`src/rtl/fetch_pkg.sv`:
```
package fetch_pkg;

    // Control-flow kind reported by decode for the instruction it holds.
    typedef enum logic [1:0] {
        CF_NONE = 2'd0,
        CF_BEQ  = 2'd1,
        CF_BNE  = 2'd2,
        CF_JUMP = 2'd3
    } cf_kind_e;

    // Where the next program counter comes from, highest priority last.
    typedef enum logic [1:0] {
        NPC_SEQ  = 2'd0,
        NPC_HOLD = 2'd1,
        NPC_BR   = 2'd2,
        NPC_EXC  = 2'd3
    } npc_src_e;

endpackage

```
`src/rtl/fetch_eq_cmp.sv`:
```
// Equality compare of two operands, split into lanes that are
// reduced separately and then combined.
module fetch_eq_cmp #(
    parameter int W    = 32,
    parameter int LANE = 8
) (
    input  logic [W-1:0] a_i,
    input  logic [W-1:0] b_i,
    output logic         eq_o
);
    localparam int NLANE = (W + LANE - 1) / LANE;

    logic [NLANE-1:0] lane_eq;

    for (genvar g = 0; g < NLANE; g++) begin : g_lane
        localparam int LO = g * LANE;
        localparam int HI = ((LO + LANE) > W) ? (W - 1) : (LO + LANE - 1);
        assign lane_eq[g] = (a_i[HI:LO] == b_i[HI:LO]);
    end

    assign eq_o = &lane_eq;
endmodule

```
`src/rtl/fetch_tgt_add.sv`:
```
// Branch/jump target: decode PC plus byte offset, forced to instruction alignment.
module fetch_tgt_add #(
    parameter int W          = 32,
    parameter int ALIGN_BITS = 2
) (
    input  logic [W-1:0] base_i,
    input  logic [W-1:0] off_i,
    output logic [W-1:0] tgt_o
);
    localparam logic [W-1:0] ALIGN_MASK = ~((W'(1) << ALIGN_BITS) - W'(1));

    logic [W-1:0] sum;

    always_comb begin
        sum   = base_i + off_i;
        tgt_o = sum & ALIGN_MASK;
    end
endmodule

```
`src/rtl/fetch_redirect_sel.sv`:
```
// Picks the source of the next program counter by fixed priority.
module fetch_redirect_sel
    import fetch_pkg::*;
(
    input  logic     exc_i,
    input  logic     dec_valid_i,
    input  logic     stall_i,
    input  cf_kind_e kind_i,
    input  logic     ops_eq_i,
    output npc_src_e src_o,
    output logic     redirect_o
);
    logic br_taken;

    always_comb begin
        unique case (kind_i)
            CF_BEQ:  br_taken = ops_eq_i;
            CF_BNE:  br_taken = !ops_eq_i;
            CF_JUMP: br_taken = 1'b1;
            default: br_taken = 1'b0;
        endcase
        br_taken = br_taken && dec_valid_i;

        if (exc_i) begin
            src_o = NPC_EXC;
        end else if (br_taken) begin
            src_o = NPC_BR;
        end else if (stall_i) begin
            src_o = NPC_HOLD;
        end else begin
            src_o = NPC_SEQ;
        end

        redirect_o = (src_o == NPC_EXC) || (src_o == NPC_BR);
    end
endmodule

```
`src/rtl/fetch_pc_gen.sv`:
```
module fetch_pc_gen
    import fetch_pkg::*;
#(
    parameter int          XLEN        = 32,
    parameter int          INSTR_BYTES = 4,
    parameter int          CMP_LANE    = 8,
    parameter logic [31:0] RESET_PC    = 32'h0000_0000,
    parameter logic [31:0] HANDLER_PC  = 32'h0000_0080
) (
    input  logic            clk,
    input  logic            rst_n,
    input  logic            stall_i,
    input  logic            exc_i,
    input  logic [1:0]      dec_kind_i,
    input  logic [XLEN-1:0] dec_opa_i,
    input  logic [XLEN-1:0] dec_opb_i,
    input  logic [XLEN-1:0] dec_offset_i,
    output logic [XLEN-1:0] fetch_addr_o,
    output logic            fetch_en_o,
    output logic            fetch_valid_o,
    output logic [XLEN-1:0] dec_pc_o,
    output logic            flush_o
);
    localparam int            ALIGN_BITS = $clog2(INSTR_BYTES);
    localparam logic [XLEN-1:0] STEP     = XLEN'(INSTR_BYTES);
    localparam logic [XLEN-1:0] PC_RST   = XLEN'(RESET_PC);
    localparam logic [XLEN-1:0] PC_EXC   = XLEN'(HANDLER_PC);

    typedef struct packed {
        logic [XLEN-1:0] pc;
        logic [XLEN-1:0] dpc;
        logic            dvalid;
    } fetch_state_t;

    fetch_state_t st_d, st_q;

    logic            ops_eq;
    logic [XLEN-1:0] br_tgt;
    npc_src_e        npc_src;
    logic            redirect;

    fetch_eq_cmp #(
        .W    (XLEN),
        .LANE (CMP_LANE)
    ) u_cmp (
        .a_i  (dec_opa_i),
        .b_i  (dec_opb_i),
        .eq_o (ops_eq)
    );

    fetch_tgt_add #(
        .W          (XLEN),
        .ALIGN_BITS (ALIGN_BITS)
    ) u_tgt (
        .base_i (st_q.dpc),
        .off_i  (dec_offset_i),
        .tgt_o  (br_tgt)
    );

    fetch_redirect_sel u_sel (
        .exc_i       (exc_i),
        .dec_valid_i (st_q.dvalid),
        .stall_i     (stall_i),
        .kind_i      (cf_kind_e'(dec_kind_i)),
        .ops_eq_i    (ops_eq),
        .src_o       (npc_src),
        .redirect_o  (redirect)
    );

    always_comb begin
        st_d = st_q;
        unique case (npc_src)
            NPC_EXC: begin
                st_d.pc     = PC_EXC;
                st_d.dpc    = st_q.pc;
                st_d.dvalid = 1'b0;
            end
            NPC_BR: begin
                st_d.pc     = br_tgt;
                st_d.dpc    = st_q.pc;
                st_d.dvalid = 1'b0;
            end
            NPC_HOLD: begin
                st_d = st_q;
            end
            default: begin
                st_d.pc     = st_q.pc + STEP;
                st_d.dpc    = st_q.pc;
                st_d.dvalid = 1'b1;
            end
        endcase
    end

    always_ff @(posedge clk) begin
        if (!rst_n) begin
            st_q.pc     <= PC_RST;
            st_q.dpc    <= PC_RST;
            st_q.dvalid <= 1'b0;
        end else begin
            st_q <= st_d;
        end
    end

    assign fetch_addr_o  = st_q.pc;
    assign dec_pc_o      = st_q.dpc;
    assign fetch_valid_o = st_q.dvalid;
    assign flush_o       = redirect;
    assign fetch_en_o    = redirect || !stall_i;
endmodule

```
`config.mk`:
```
export PLATFORM = sky130hd
export DESIGN_NAME = fetch_pc_gen
export DESIGN_NICKNAME = d
export VERILOG_FILES = /design/src/rtl/fetch_pkg.sv /design/src/rtl/fetch_eq_cmp.sv /design/src/rtl/fetch_tgt_add.sv /design/src/rtl/fetch_redirect_sel.sv /design/src/rtl/fetch_pc_gen.sv
export SDC_FILE = /design/constraint.sdc
export NUM_CORES = 1
export LEC_CHECK = 0
export ABC_CLOCK_PERIOD_IN_PS = 4250
export BUFFER_PORTS_ARGS = -buffer_cell sky130_fd_sc_hd__buf_4
export CAP_MARGIN = 20
export CORE_ASPECT_RATIO = 1.75
export CORE_MARGIN = 2
export CORE_UTILIZATION = 50
export DETAILED_ROUTE_END_ITERATION = 16
export PLACE_DENSITY = 0.8
export SYNTH_ARGS = -nofsm -noshare
export SYNTH_HDL_FRONTEND = slang
export SYNTH_SLANG_ARGS = --single-unit
```
`constraint.sdc`:
```
create_clock -name clk -period 4.25 [get_ports clk]
set_clock_uncertainty 0.1 [all_clocks]
set_input_delay 0.85 -clock clk [delete_from_list [all_inputs] [get_ports clk]]
set_output_delay 0.85 -clock clk [all_outputs]
set_load 0.01 [all_outputs]
```
Word level (Yosys, flattened, before mapping):

Index checks and enable logic that the tools add are counted.

* input bits: 102
* logic and storage cells: 26
* register bits after elaboration: 65

* reduce and logical (&&, ||, !) cells: 6
* muxes and demuxes: 5
* add/sub/neg operators: 2
* equality and inequality tests: 10

Operator list (count)
* one-hot mux 65 bit (3 select lines): 1
* adder 32 x 3 -> 32 bit (second input constant): 1
* adder 32 bit: 1
* equality test 8 bit: 4
* equality test 2 bit (second input constant): 4
* equality test 2 x 1 -> 1 bit (second input constant): 2
* two-way mux 2 bit: 2
* AND reduction 4 bit: 1
* one-hot mux 1 bit (3 select lines): 1
* logical NOT 1 bit: 2
* logical OR 1 bit: 2
* logical AND 1 bit: 1
* two-way mux 1 bit: 1

Longest topological paths before layout:

* word-level depth: 10
* mapped depth: 11

By module:

A second synthesis with hierarchy kept.

* cells, all modules: 674
* area, all modules: 5271.3 um^2

Modules (own cells, without submodules)
* fetch_pc_gen: instances 1, cells each 390, area each 3196.8 um^2, sequential area each 1301.2 um^2
* fetch_tgt_add: instances 1, cells each 235, area each 1684.1 um^2, sequential area each 0.0 um^2
* fetch_eq_cmp: instances 1, cells each 43, area each 346.6 um^2, sequential area each 0.0 um^2
* fetch_redirect_sel: instances 1, cells each 6, area each 43.8 um^2, sequential area each 0.0 um^2

Worst setup path after synthesis:

Ideal clock, no wire load.

* path kind: input to output
* start: input dec_opb_i[18]
* end: output fetch_en_o
* setup slack: 957 ps
* stages: 9
* arrival: 2343 ps
* path through: xnor2_1 -> nand4_1 -> nor4_2 -> nand3_1 -> a21oi_2 -> nor2_2 -> inv_2 -> buf_4 -> buf_2

* longest elaborated chain between the ends: 10
* elaborated cells between the ends (all ways): 11

Ends and longest elaborated chain
* start, declared: line fetch_pc_gen.sv:16 `input logic [XLEN-1:0] dec_opb_i,`
* equality test 8 bit (*): line fetch_eq_cmp.sv:18 `assign lane_eq[g] = (a_i[HI:LO] == b_i[HI:LO]);`
* AND reduction 4 bit (*): line fetch_eq_cmp.sv:21 `assign eq_o = &lane_eq;`
* logical NOT 1 bit: line fetch_redirect_sel.sv:18 `CF_BNE: br_taken = !ops_eq_i;`
* one-hot mux 1 bit (3 select lines) (*): line fetch_redirect_sel.sv:16 `unique case (kind_i)`
* logical AND 1 bit (*): line fetch_redirect_sel.sv:22 `br_taken = br_taken && dec_valid_i;`
* two-way mux 2 bit (*): line fetch_redirect_sel.sv:26 `end else if (br_taken) begin`
* two-way mux 2 bit (*): line fetch_redirect_sel.sv:24 `if (exc_i) begin`
* equality test 2 bit: line fetch_redirect_sel.sv:34 `redirect_o = (src_o == NPC_EXC) || (src_o == NPC_BR);`
* logical OR 1 bit (*): line fetch_redirect_sel.sv:34
* logical OR 1 bit (*): line fetch_pc_gen.sv:108 `assign fetch_en_o = redirect || !stall_i;`
* end, declared: line fetch_pc_gen.sv:19 `output logic fetch_en_o,`

Every way passes the cells marked *; elsewhere a longest branch is shown, timed or not.

Final worst setup path:

* start: input dec_opb_i[11]
* end: output flush_o

* longest elaborated chain between the ends: 9
* elaborated cells between the ends (all ways): 10

Ends and longest elaborated chain
* equality test 8 bit (*): line fetch_eq_cmp.sv:18
* AND reduction 4 bit (*): line fetch_eq_cmp.sv:21
* logical NOT 1 bit: line fetch_redirect_sel.sv:18
* one-hot mux 1 bit (3 select lines) (*): line fetch_redirect_sel.sv:16
* logical AND 1 bit (*): line fetch_redirect_sel.sv:22
* two-way mux 2 bit (*): line fetch_redirect_sel.sv:26
* two-way mux 2 bit (*): line fetch_redirect_sel.sv:24
* equality test 2 bit: line fetch_redirect_sel.sv:34
* logical OR 1 bit (*): line fetch_redirect_sel.sv:34
* end, declared: line fetch_pc_gen.sv:22 `output logic flush_o`

Marks and branches as above.

==> results.toml <==
[synth]
synth_area_mm2 = 0.00485
synthTopCellsByArea = "dfxtp_1 25%, xnor2_1 9.4%, ha_1 7.7%, nand2_1 7.1%, buf_4 5.7%"
ys_top_cells_by_count = "92 x nand2_1, 61 x dfxtp_1, 52 x xnor2_1, 49 x a21oi_1"
yosysMostFrequentCell = "nand2_1"
yosysUniqueCellTypes = 64
synth_top_area_share = 0.252
async_flop_share = 0
ys_warn_count = 0
synthCells = 625
synth_edf_count = 0
yosys.area.top_type = "dfxtp_1"
synth_ff_type = "dfxtp_1"
syn_area_per_cell_um2 = 7.76
seq_area_frac_synth = 0.252
synth-seq-cells = 61

[worst_setup_path]
worst_path_max_delay_cell = "nor4_2"
crit_arrival_ns = 2.61
cp-end-kind = "output port"
path_cells = "buf_4 -> xnor2_1 -> nand4_1 -> nor4_2 -> nand3_1 -> a21oi_2 -> nor2_2 -> inv_2 -> buf_4"
crit_family = "simple AND/OR/NAND/NOR gates"
crit_type = "in -> out"
worstSetupStartpointType = "input port"
ff2ff_setup_slack_ns = 1.30
cpPeakStageDelay_ns = 0.34
cp.required_ns = 3.30
crit_top_cell = "buf_4"
crit_path_max_fanout = 14
reg2reg_depth = 10
r2r_end = "fetch_addr_o[25]$_SDFFE_PN0P_"
path_buf_inv = 3
r2r-start = "dec_pc_o[3]$_SDFFE_PN0P_"

[die]
dieArea_mm2 = 0.0105
rows = 47
core_mm2 = 0.00947
die_x_um = 78.4
die_h_um = 134
initial_core_util = 0.512
io_pins = 169

[clock_tree]
clk_pin_slew_ns = 0.05
cts_buffer_depth = 2
ctsResizeCount = 0
numClockSinks = 61
cts_hold_repair.buffers = 0
cts_tree = "built"
insertion_delay_ns = 0.33
numCtsBuffers = 9
htreeDepth = 3
post_cts.repair.setup_buffers = 0
clockRootBuffer = "clkbuf_16"

[sta]
setup_viol = 0
max_freq_mhz = 281
period_needed_ns = 3.56
drv_slew = 0
fin_crit_sh = 0.837
rsz0062_at_grt = "no"
max_slew_margin = 0.590
worstMarginPinSlew_ns = 0.609
hold_viol_final = 0
setup_tns_ns = 0

[place]
hpwl_mm = 10.9
port-buffer-count = 162
gp_congestion = 0.878
placed_cells = 860

[final_layout]
drive_above_1_share = 0.264
antenna_cells = 0
syn2layout_area_growth_pct = 27.3
fin_util = 0.652
nNetsFinal = 881
n_fill_cell = 812
layoutNonFillerInstCount = 875

[global_route]
overflow = 0
groute.usage.overall = 0.262
antenna_found_initial = 0
grt_pass1_vias = 4959
grt_pass1_wl_mm = 22.1
grt_max_degree = 51

[routing]
first_pass_iters = 4
wirelength_mm = 14.0
wire_per_inst_um = 16.0
ant_nets = 0
num_vias = 5024
drcViolationCount = 0
drtIter0Drc = 229
vias_per_cell = 5.74

[power_and_ir_drop]
pwr_density_cell_mw_per_mm2 = 245
vdd_drop_max_mv = 0.222
power.total_w = 0.00151
leakage_nw = 2.63

[hold_path]
hp-start = "dec_pc_o[9]$_SDFFE_PN0P_"
hp-class = "reg -> reg"
holdPathStages = 2
worstHoldEndpoint = "dec_pc_o[9]$_SDFFE_PN0P_"

[flow_run]
maxCapViolCount = 0

[status]
status = "finished, final reports clean"
## kinds of logic after synthesis
group,Yosys count,share of synthesized area
AND/OR/NAND/NOR,216,0.210
XOR/XNOR,65,0.117
multiplexers,1,0.00207
AO/OA/AOI/OAI,182,0.256
flip-flops,61,0.252
buffers and inverters,69,0.0836
other,1,0.000774
adder cells (fa/ha/maj),30,0.0774
## worst register-to-register path, stage by stage, from the launching register on
cell and delay (ns):
dfxtp_1 0.32, ha_1 0.32, a21oi_2 0.21, o22ai_1 0.21, a31o_2 0.34, a21oi_2 0.24, o21ai_2 0.12, a22oi_1 0.38
a31oi_1 0.17, xnor2_1 0.28, o22ai_1 0.14
## cells in the final DEF, fill, tap and decap left out, types with 3 or more instances in the layout
master,netlist,layout
a221oi_1,3,3
nand4_1,11,11
o21ai_0,11,11
o21a_1,7,7
nor2b_1,3,3
a21boi_1,30,30
conb_1,1,4
o22ai_1,5,5
a21oi_1,49,49
o21bai_1,5,5
a32o_1,3,3
buf_4,37,169
a31oi_1,11,11
o21ai_1,13,13
nand3b_1,3,3
a21o_1,7,7
nand3_1,21,21
and2_1,3,3
a211oi_1,5,5
inv_1,8,8
xnor2_1,52,52
nor3b_1,6,6
clkbuf_1,15,3
a21oi_2,3,3
clkbuf_16,0,9
a41oi_1,4,4
dfxtp_1,61,61
or3_1,4,4
and3_1,7,7
nand2b_1,4,4
ha_1,30,30
nor3_1,15,15
xor2_1,13,13
nor2_1,37,37
nand2_1,92,92
## sequential cells by signal, indices dropped and copies added, names as in the netlist
name and cells:
fetch_addr_o 30, fetch_valid_o 1, dec_pc_o 30
## final cells by class
class / count / area [um^2] / area share
multi-input cells: 498 / 3230 / 0.524
repair buffers: 169 / 1270 / 0.206
flip-flops and latches: 61 / 1220 / 0.198
clock buffers: 13 / 250 / 0.0405
well taps: 122 / 153 / 0.0247
inverters: 10 / 37.5 / 0.00608
clock inverters: 2 / 10.0 / 0.00162
## where the power goes
group	total, W	leakage, nW	internal, W	switching [W]
Sequential	0.000588	0.493	0.000579	0.00000887
Clock	0.000657	0.129	0.000405	0.000252
Combinational	0.000269	2.01	0.000139	0.000130
Total	0.00151	2.63	0.00112	0.000391
## through the flow
step / cell area, um^2 / hold WS, ns / setup slack (ns)
2_1_floorplan: 4860 / 0.357 / 0.957
3_3_place_gp: 5910 / 0.357 / 0.711
3_5_place_dp: 5910 / 0.363 / 0.669
4_1_cts: 6170 / 0.370 / 0.662
5_1_grt: 6170 / 0.396 / 0.536
6_report: 6170 / 0.367 / 0.693
## worst max path at each step
stage / start / endpoint / slack (ns) / depth (start not counted)
after floorplan: dec_opb_i[18] / fetch_en_o / 0.96 / 9
after global placement: dec_opb_i[1] / flush_o / 0.71 / 9
after detailed placement: dec_opb_i[11] / flush_o / 0.67 / 9
after CTS: dec_opb_i[11] / flush_o / 0.66 / 9
after global routing: dec_opb_i[1] / flush_o / 0.54 / 9
final: dec_opb_i[11] / flush_o / 0.69 / 9
## routing by layer
| metal | wire length (um) | up-vias | share of wire | track usage |
|---|---|---|---|---|
| met4 | 518 | 0 | 0.037 | 0.128 |
| met2 | 7930 | 174 | 0.56 | 0.529 |
| met3 | 728 | 37 | 0.052 | 0.0471 |
| met1 | 4860 | 2359 | 0.35 | 0.242 |
| met5 | 0 | - | 0 | 0 |
| li1 | - | 2454 | - | - |
No activity file was read; power rests on OpenSTA's default activity.
